--- src/rtl/sereep_pkg.sv ---
package sereep_pkg;

   typedef enum logic [2:0] {
      CMD_READ   = 3'd0,
      CMD_WRITE  = 3'd1,
      CMD_ERASE  = 3'd2,
      CMD_WREN   = 3'd3,
      CMD_WRDIS  = 3'd4,
      CMD_CLRALL = 3'd5,
      CMD_SETALL = 3'd6
   } cmd_e;

   typedef enum logic [2:0] {
      ST_IDLE, ST_SEND, ST_RECV, ST_TAIL, ST_CSLOW, ST_POLL
   } st_e;

   // two opcode bits following the start bit
   function automatic logic [1:0] op_bits(input cmd_e c);
      case (c)
         CMD_READ:  return 2'b10;
         CMD_WRITE: return 2'b01;
         CMD_ERASE: return 2'b11;
         default:   return 2'b00;
      endcase
   endfunction

   // selector carried in the address MSBs of the 00 group
   function automatic logic [1:0] sel_bits(input cmd_e c);
      case (c)
         CMD_WREN:   return 2'b11;
         CMD_CLRALL: return 2'b10;
         CMD_SETALL: return 2'b01;
         default:    return 2'b00;
      endcase
   endfunction

   function automatic logic is_prog(input cmd_e c);
      return (c == CMD_WRITE) || (c == CMD_ERASE) ||
             (c == CMD_CLRALL) || (c == CMD_SETALL);
   endfunction

   function automatic logic has_data(input cmd_e c);
      return (c == CMD_WRITE) || (c == CMD_SETALL);
   endfunction

endpackage

--- src/rtl/sereep_tick.sv ---
// Serial-clock phase generator: alternating low/high ticks every HALF_DIV clocks.
module sereep_tick #(
   parameter int HALF_DIV = 2
) (
   input  logic clk,
   input  logic rst_n,
   input  logic run,
   output logic lo_t,
   output logic hi_t
);
   logic tick;
   logic ph;

   generate
      if (HALF_DIV < 1) begin : g_chk
         $error("sereep_tick: HALF_DIV must be at least 1");
      end
      if (HALF_DIV == 1) begin : g_fast
         assign tick = run;
      end else begin : g_div
         localparam int CW = $clog2(HALF_DIV);
         logic [CW-1:0] cnt;
         always_ff @(posedge clk or negedge rst_n) begin
            if (!rst_n)                          cnt <= '0;
            else if (!run)                       cnt <= '0;
            else if (cnt == CW'(HALF_DIV - 1))   cnt <= '0;
            else                                 cnt <= cnt + 1'b1;
         end
         assign tick = run && (cnt == CW'(HALF_DIV - 1));
      end
   endgenerate

   always_ff @(posedge clk or negedge rst_n) begin
      if (!rst_n)     ph <= 1'b0;
      else if (!run)  ph <= 1'b0;
      else if (tick)  ph <= ~ph;
   end

   assign lo_t = tick & ~ph;
   assign hi_t = tick &  ph;
endmodule

--- src/rtl/sereep_timer.sv ---
// Loadable down-counter shared by the select-low gap and the poll limit.
module sereep_timer #(
   parameter int CW = 8
) (
   input  logic          clk,
   input  logic          rst_n,
   input  logic          load,
   input  logic [CW-1:0] val,
   output logic          zero
);
   logic [CW-1:0] cnt;

   always_ff @(posedge clk or negedge rst_n) begin
      if (!rst_n)           cnt <= '0;
      else if (load)        cnt <= val;
      else if (cnt != '0)   cnt <= cnt - 1'b1;
   end

   assign zero = (cnt == '0);
endmodule

--- src/rtl/sereep_host.sv ---
module sereep_host
   import sereep_pkg::*;
#(
   parameter bit WORD_MODE  = 1'b1,
   parameter int HALF_DIV   = 2,
   parameter int CS_LOW_CYC = 13,
   parameter int POLL_LIMIT = 4000,
   parameter int LEN_W      = 4,
   localparam int AW = WORD_MODE ? 8 : 9,
   localparam int DW = WORD_MODE ? 16 : 8
) (
   input  logic             clk,
   input  logic             rst_n,
   input  logic             cmd_valid,
   output logic             cmd_ready,
   input  logic [2:0]       cmd_op,
   input  logic [AW-1:0]    cmd_addr,
   input  logic [DW-1:0]    cmd_wdata,
   input  logic [LEN_W-1:0] cmd_len,
   output logic [DW-1:0]    rd_data,
   output logic             rd_valid,
   output logic             done,
   output logic             err,
   output logic             cs_o,
   output logic             sk_o,
   output logic             di_o,
   input  logic             do_i
);
   localparam int HW   = 3 + AW;
   localparam int FW   = HW + DW;
   localparam int BCW  = $clog2(FW + 1);
   localparam int RBW  = $clog2(DW);
   localparam int TMAX = (CS_LOW_CYC > POLL_LIMIT) ? CS_LOW_CYC : POLL_LIMIT;
   localparam int TCW  = $clog2(TMAX + 1);

   generate
      if (CS_LOW_CYC < 1 || POLL_LIMIT < 1 || LEN_W < 1) begin : g_chk
         $error("sereep_host: CS_LOW_CYC, POLL_LIMIT and LEN_W must be positive");
      end
   endgenerate

   st_e              state;
   logic [FW-1:0]    sreg;
   logic [BCW-1:0]   bcnt;
   logic [LEN_W-1:0] wcnt;
   logic [RBW-1:0]   rbit;
   logic [DW-1:0]    rbuf;
   logic             skip, prog, rd;
   logic             lo_t, hi_t, run;
   logic             t_load, tz;
   logic [TCW-1:0]   t_val;
   logic             poll_phase;

   // request decode and frame assembly
   cmd_e           c;
   logic [AW-1:0]  afield;
   logic [DW-1:0]  dfield;
   logic [FW-1:0]  frame;
   logic [BCW-1:0] flen;

   always_comb begin
      c      = cmd_e'(cmd_op);
      afield = (op_bits(c) == 2'b00) ? {sel_bits(c), {(AW-2){1'b0}}} : cmd_addr;
      dfield = has_data(c) ? cmd_wdata : '0;
      frame  = {1'b1, op_bits(c), afield, dfield};
      flen   = has_data(c) ? BCW'(FW) : BCW'(HW);
   end

   assign run = (state == ST_SEND) || (state == ST_RECV) || (state == ST_TAIL);

   sereep_tick #(.HALF_DIV(HALF_DIV)) u_tick (
      .clk(clk), .rst_n(rst_n), .run(run), .lo_t(lo_t), .hi_t(hi_t)
   );

   assign t_load = ((state == ST_TAIL) && lo_t && prog) || ((state == ST_CSLOW) && tz);
   assign t_val  = (state == ST_TAIL) ? TCW'(CS_LOW_CYC - 1) : TCW'(POLL_LIMIT - 1);

   sereep_timer #(.CW(TCW)) u_timer (
      .clk(clk), .rst_n(rst_n), .load(t_load), .val(t_val), .zero(tz)
   );

   always_ff @(posedge clk or negedge rst_n) begin
      if (!rst_n) begin
         state    <= ST_IDLE;
         cs_o     <= 1'b0;
         sk_o     <= 1'b0;
         di_o     <= 1'b0;
         sreg     <= '0;
         bcnt     <= '0;
         wcnt     <= '0;
         rbit     <= '0;
         rbuf     <= '0;
         skip     <= 1'b0;
         prog     <= 1'b0;
         rd       <= 1'b0;
         done     <= 1'b0;
         err      <= 1'b0;
         rd_valid <= 1'b0;
         rd_data  <= '0;
      end else begin
         done     <= 1'b0;
         rd_valid <= 1'b0;
         unique case (state)
            ST_IDLE: if (cmd_valid) begin
               state <= ST_SEND;
               cs_o  <= 1'b1;
               sreg  <= frame;
               bcnt  <= flen;
               wcnt  <= cmd_len;
               prog  <= is_prog(c);
               rd    <= (c == CMD_READ);
               err   <= 1'b0;
            end
            ST_SEND: begin
               if (lo_t) begin
                  sk_o <= 1'b0;
                  di_o <= sreg[FW-1];
                  sreg <= {sreg[FW-2:0], 1'b0};
               end
               if (hi_t) begin
                  sk_o <= 1'b1;
                  bcnt <= bcnt - 1'b1;
                  if (bcnt == BCW'(1)) begin
                     state <= rd ? ST_RECV : ST_TAIL;
                     skip  <= 1'b1;
                     rbit  <= '0;
                  end
               end
            end
            ST_RECV: begin
               if (lo_t) begin
                  sk_o <= 1'b0;
                  di_o <= 1'b0;
               end
               if (hi_t) begin
                  sk_o <= 1'b1;
                  if (skip) begin
                     skip <= 1'b0;                 // placeholder bit
                  end else begin
                     rbuf <= {rbuf[DW-2:0], do_i};
                     if (rbit == RBW'(DW - 1)) begin
                        rbit     <= '0;
                        rd_data  <= {rbuf[DW-2:0], do_i};
                        rd_valid <= 1'b1;
                        if (wcnt == '0) state <= ST_TAIL;
                        else            wcnt  <= wcnt - 1'b1;   // burst
                     end else begin
                        rbit <= rbit + 1'b1;
                     end
                  end
               end
            end
            ST_TAIL: if (lo_t) begin
               sk_o <= 1'b0;
               cs_o <= 1'b0;
               di_o <= 1'b0;
               if (prog) state <= ST_CSLOW;
               else begin
                  done  <= 1'b1;
                  state <= ST_IDLE;
               end
            end
            ST_CSLOW: if (tz) begin
               cs_o  <= 1'b1;
               state <= ST_POLL;
            end
            ST_POLL: begin
               if (do_i) begin
                  cs_o  <= 1'b0;
                  done  <= 1'b1;
                  state <= ST_IDLE;
               end else if (tz) begin
                  cs_o  <= 1'b0;
                  done  <= 1'b1;
                  err   <= 1'b1;
                  state <= ST_IDLE;
               end
            end
            default: state <= ST_IDLE;
         endcase
      end
   end

   assign cmd_ready  = (state == ST_IDLE);
   assign poll_phase = (state == ST_POLL);
endmodule

--- config.mk ---
export PLATFORM = sky130hd
export DESIGN_NAME = sereep_host
export DESIGN_NICKNAME = d
export VERILOG_FILES = /design/src/rtl/sereep_pkg.sv /design/src/rtl/sereep_tick.sv /design/src/rtl/sereep_timer.sv /design/src/rtl/sereep_host.sv
export SDC_FILE = /design/constraint.sdc
export NUM_CORES = 1
export LEC_CHECK = 0
export BUFFER_PORTS_ARGS = -buffer_cell sky130_fd_sc_hd__buf_4
export CAP_MARGIN = 20
export CORE_MARGIN = 2
export CORE_UTILIZATION = 30
export DETAILED_ROUTE_END_ITERATION = 8
export SYNTH_ARGS = -nofsm -noshare
export SYNTH_HDL_FRONTEND = slang
export SYNTH_SLANG_ARGS = --single-unit
--- constraint.sdc ---
create_clock -name clk -period 4.6 [get_ports clk]
set_input_delay 0.69 -clock clk [delete_from_list [all_inputs] [get_ports clk]]
set_output_delay 0.69 -clock clk [all_outputs]
set_load 0.005 [all_outputs]
* Word-level counts from Yosys, hierarchy flattened
Index checks and enable logic that the tools add are counted.
** Word-level totals
- Output and inout bits :: 23
- Bits in registers :: 97
- Input bits :: 35
- Logic and storage cells :: 166
** Cells by class
- Bitwise operators :: 4
- Add/subtract/negate cells :: 5
- Muxes and demuxes :: 71
- Reductions and logical operators :: 39
- Equal/unequal tests :: 28
** Operators with widths (number)
- two-way mux 27 bit :: 2
- case mux 27 bit (2 select lines) :: 1
- two-way mux 4 bit :: 10
- two-way mux 12 bit :: 3
- two-way mux 3 bit :: 12
- two-way mux 1 bit :: 26
- inequality test 2 bit, second input constant :: 11
- case mux 3 bit (6 select lines) :: 1
- two-way mux 16 bit :: 1
- case mux 4 bit (2 select lines) :: 2
- two-way mux 5 bit :: 3
- nonzero test 2 bit :: 7
- equality test 3 x 2 -> 1 bit, second input constant :: 4
- equality test 3 bit, second input constant :: 4
- zero test 12 bit :: 1
- case mux 2 bit (3 select lines) :: 2
- AND reduction 3 bit :: 4
- AND reduction 4 bit :: 3
- nonzero test 12 bit :: 1
- subtractor 12 x 1 -> 12 bit, second input constant :: 1
- case mux 1 bit (2 select lines) :: 5
- case mux 5 bit (2 select lines) :: 1
- AND reduction 10 bit :: 1
- AND reduction 5 bit :: 2
- other kinds (22) :: 39

* Longest topological paths before layout
- Depth in word-level cells :: 9
- Mapped depth :: 8
- Mapped depth without buffers :: 7

* By module
From an unflattened synthesis, not the netlist that was laid out.
** Unflattened totals
- Cell total of the unflattened synthesis :: 452
- Area total of the unflattened synthesis :: 4742.0 sq um
** Modules (own cells, without submodules)
- sereep_host :: area each 3922.5 sq um, sequential area each 2077.0 sq um, times used 1, cells each 372
- sereep_timer :: area each 730.7 sq um, sequential area each 300.3 sq um, times used 1, cells each 72
- sereep_tick :: area each 88.8 sq um, sequential area each 50.0 sq um, times used 1, cells each 8

* Least setup slack after synthesis
No wires, ideal clock.
- Path type :: input port to flip-flop
- From :: input cmd_op[2]
- To :: register sreg[10]
- Data required time :: 4526 ps
- Buffers on the path :: 2
- Library setup time :: 74 ps
- Arrival :: 2046 ps
- Setup slack :: 2480 ps
- Cell stages on the path :: 6
- Cell sequence :: clkbuf_1 -> or3b_2 -> a21oi_2 -> buf_2 -> a22oi_1 -> o21ai_2
** Between the ends
- Cells in the longest elaborated chain, start to end :: 5
- Elaborated cells on any way between the ends :: 6
- Classes of those cells :: eq/ne: 2; mux: 3; reduce/logical: 1
** RTL lines
- start: declaration :: line sereep_host.sv:16 : input logic [2:0] cmd_op,
- equality test 3 x 1 -> 1 bit or equality test 3 bit (tied branches) :: line sereep_pkg.sv:43 : return (c == CMD_WRITE) || (c == CMD_SETALL);
- logical OR 1 bit (*) :: line sereep_pkg.sv:43
- two-way mux 16 bit (*) :: line sereep_host.sv:64 : dfield = has_data(c) ? cmd_wdata : '0;
- two-way mux 27 bit (*) :: line sereep_host.sv:104 : ST_IDLE: if (cmd_valid) begin
- case mux 27 bit (2 select lines) (*) :: line sereep_host.sv:103 : unique case (state)
- end signal: assignment :: line sereep_host.sv:107 : sreg <= frame;
- end signal: assignment :: line sereep_host.sv:118 : sreg <= {sreg[FW-2:0], 1'b0};
- end: declaration :: line sereep_host.sv:43 : logic [FW-1:0] sreg;
Mark *: on every way between the ends. The rest lies on a longest branch, timed or not. The select of a mux whose other input is x is not followed.
A chain may end at the register's enable or synchronous reset.

* Worst setup path in the final report
- From :: register state[1]
- To :: register wcnt[2]
** Between the ends
- Cells in the longest elaborated chain, start to end :: 7
- Elaborated cells on any way between the ends :: 16
- Classes of those cells :: eq/ne: 8; mux: 1; bitwise: 1; reduce/logical: 6
** RTL lines
- start: declaration :: line sereep_host.sv:42 : st_e state;
- start signal: assignment :: line sereep_host.sv:124 : state <= rd ? ST_RECV : ST_TAIL;
- equality test 3 x 1 -> 1 bit or equality test 3 x 2 -> 1 bit (tied branches) :: line sereep_host.sv:69, sereep_host.sv:103
- logical OR 1 bit (2 in series) :: line sereep_host.sv:69 : assign run = (state == ST_SEND) || (state == ST_RECV) || (state == ST_TAIL);
- logical AND 1 bit :: line sereep_tick.sv:29 : assign tick = run && (cnt == CW'(HALF_DIV - 1));
- AND 1 bit :: line sereep_tick.sv:40 : assign hi_t = tick & ph;
- inequality test 2 bit (no source line)
- AND reduction 6 bit (no source line)
- end signal: assignment :: line sereep_host.sv:109 : wcnt <= cmd_len;
- end signal: assignment :: line sereep_host.sv:146 : else wcnt <= wcnt - 1'b1;
- end: declaration :: line sereep_host.sv:45 : logic [LEN_W-1:0] wcnt;
Parallel ways exist; a longest one is shown, timed or not.

==> impl_metrics.csv <==
group,metric,value,unit
outcome,status,"finished, final reports clean",
logic_synthesis,synth_top_family_by_area,"simple AND/OR/NAND/NOR gates",
worst_setup_path,cp_top_family,"compound AO/OA/AOI/OAI gates",
timing,maxSlewHeadroom,43.8,%
logic_synthesis,synth_adder_area_share,1.60,%
final_layout,area_delta_synth_final,18.4,%
route,drt_iter0_drc,140,
logic_synthesis,ys_seq_area_share,51.7,%
logic_synthesis,ys_async_sr_fraction,100,%
clock_tree,h-tree-depth,3,
logic_synthesis,syn_area_per_cell,9.92,sq um
worst_setup_path,rrSetupSlack,1.94,ns
global_routing,grt_pass1_vias,3514,
floorplanning,core,0.0153,sq mm
final_layout,final_util,36.4,%
worst_setup_path,crit_fanout,19,
timing,final_hold_viol_count,0,
placement,dp_cells,717,
timing,max_freq,376,MHz
global_routing,grt_usage,12.7,%
logic_synthesis,yosysTopAreaCell,"dfrtp_1",
timing,hold_slack,0.439,ns
clock_tree,ctsResizeCount,0,
floorplanning,die_h,129,microns
clock_tree,clockBufferDepth,2,
final_layout,instances_no_fill,733,
worst_setup_path,cp.arrival,2.90,ns
floorplanning,initial_utilization,30.8,%
worst_setup_path,path_class,"reg2reg",
route,routedWlPerCell,13.5,microns
power_and_ir_drop,power.total,3.18,mW
clock_tree,cts_tree,"done",
logic_synthesis,synth_cells,473,
logic_synthesis,synth_warnings,0,
power_and_ir_drop,leakagePower,2.57,nW
global_routing,grt_pass1_wl,17000,microns
logic_synthesis,syn_area,0.00469,sq mm
power_and_ir_drop,power-per-cell-area,572,mW/mm^2
timing,min_period_over_period,57.9,%
floorplanning,num_io_pins,58,
floorplanning,chipWidth,129,microns
route,wirelength,9900,microns
final_layout,layout_commonest_cell,"nand2_1",
timing,skew,0.00910,ns
floorplanning,die-area,0.0167,sq mm
logic_synthesis,synth_mux_area_share,4.29,%
logic_synthesis,synth-compound-area-share,18.0,%
timing,setup_slack,1.94,ns
route,drc_errors,0,
global_routing,antenna_found_initial,0,
final_layout,drive_gt1_share,23.0,%
worst_setup_path,slowest_delay,0.70,ns
clock_tree,clk-insertion-delay-late,0.35,ns
worst_setup_path,cp.required,4.84,ns
clock_tree,post_cts_buffers,0,
timing,worst_pin_slew,0.843,ns
clock_tree,root_buffer,"clkbuf_16",
logic_synthesis,ys_ff_latch,97,
flow_run,drv_cap,0,
placement,place.gp.congestion,0.809,
logic_synthesis,synth_nets,514,
placement,post_dp_cell_area,0.00525,sq mm
logic_synthesis,synth-edff-count,0,
clock_tree,clock-sinks,97,
route,viasPerCell,4.81,
placement,dpl.hpwl,6830,microns
worst_setup_path,crit_path_cell_trace,"nor2b_1 > nand3_1 > o21ai_2 > o21ai_0 > a22o_1",
timing,tns,0,ns
timing,period_needed,2.66,ns
worst_setup_path,critical_path.endpoint_type,"flop",
route,drt.antenna.violating_nets,0,
timing,rsz0062_at_grt,"false",
global_routing,grt_max_degree,68,
route,num_vias,3528,
logic_synthesis,synthTopCellsByArea,"dfrtp_1 (52%), nand2_1 (8.3%), mux2_2 (4.1%)",
final_layout,antenna_cells,0,
timing,finalSetupViolCount,0,
final_layout,final_cell_mix,"nand2_1 (104), dfrtp_1 (97), buf_4 (59)",
worst_setup_path,path_buf_inv,0,
clock_tree,numCtsBuffers,9,
logic_synthesis,synthFlopType,"dfrtp_1",
placement,place_ws,1.94,ns
final_layout,final_area,0.00556,sq mm
logic_synthesis,synthSimpleGateAreaFrac,18.1,%
logic_synthesis,synth_xor_area_share,1.87,%
worst_setup_path,start_kind,"flop",
logic_synthesis,synth_top_area_share,51.7,%
final_layout,fillers,1549,
global_routing,overflow,0,
final_layout,fin_nets,558,
clock_tree,clkSlewWorstSetupHoldPaths,0.07,ns
route,first_pass_iters,5,
worst_setup_path,cp_slowest_cell,"dfrtp_1",
power_and_ir_drop,ir_drop,0.251,mV
worst_hold_path,hp-class,"in2async",
timing,slew_violations,0,
floorplanning,rows,45,
logic_synthesis,ys_types,56,
placement,port_buffers,57,
clock_tree,cts_hold_buf,0,
sequential cells by signal, summed over array words and instances, names as in the netlist, 3 cells and up, named ones only:
signal	count
state	3
bcnt	5
sreg	27
rbit	4
wcnt	4
rbuf	15
u_timer.cnt	12
rd_data	16
routing by layer:
metal / part of all wire (%) / vias to the layer above / global-route usage, %
met1: 48 / 1683 / 16.5
met2: 46 / 77 / 20.9
met4: 1.4 / 0 / 4.09
met3: 4.6 / 12 / 3.34
li1: - / 1756 / -
met5: 0 / - / 0
Yosys cell counts (2+ instances only):
master / count
ha_1: 6
a211oi_1: 4
o22ai_1: 3
and3_1: 3
nand2b_1: 2
and2_1: 5
o31ai_1: 4
dfrtp_1: 97
nand2_1: 104
a221oi_1: 2
nor3_1: 10
buf_6: 7
nand4_1: 3
clkbuf_1: 11
nor2b_1: 4
a211o_1: 2
o21ai_1: 4
o21ai_2: 21
a22oi_1: 22
xor2_1: 5
o211ai_1: 2
o21ai_0: 26
or3b_2: 2
nand3b_1: 2
nor4_1: 4
nand3_1: 7
or3_1: 4
buf_2: 8
mux2_2: 17
a22o_1: 2
and4_1: 2
xnor2_1: 5
nor3b_1: 2
inv_1: 13
a21o_1: 3
a21oi_1: 15
a31oi_1: 3
nor2_1: 19
kinds of logic (layout without fill, tap and decap cells):
family	Yosys count	after routing
simple gates	181	181
xor+xnor	10	10
flops	97	97
buf+inv	39	88
compound gates	122	122
mux	18	18
fa+ha+maj	6	6
cell type report:
type                       instances  area, sq um  area share [%]
sequential                        97         2430            43.7
multi-input combinational        337         2060            37.1
timing repair buffer              59          443            7.97
tap                              211          264            4.75
clock buffer                      10          239            4.30
clock inverter                     6         71.3            1.28
inverter                          13         48.8           0.878
final timing paths:
check	from	end	depth (start not counted)
setup reg to reg	state[1]	wcnt[2]	5
max in group asynchronous	rst_n	sreg[24]	2
hold / removal	rst_n	rd_data[8]	1
hold reg to reg	rd_data[12]	rd_data[12]	2
setup / recovery	state[1]	wcnt[2]	5
min in group clk	rd_data[12]	rd_data[12]	2
power breakdown:
| group | switching, mW | internal [mW] | leakage, nW |
|---|---|---|---|
| Combinational | 0.586 | 0.447 | 1.16 |
| Sequential | 0.250 | 1.12 | 1.27 |
| Clock | 0.338 | 0.442 | 0.146 |
| Total | 1.17 | 2.01 | 2.57 |
(Power assumes the default switching activity.)
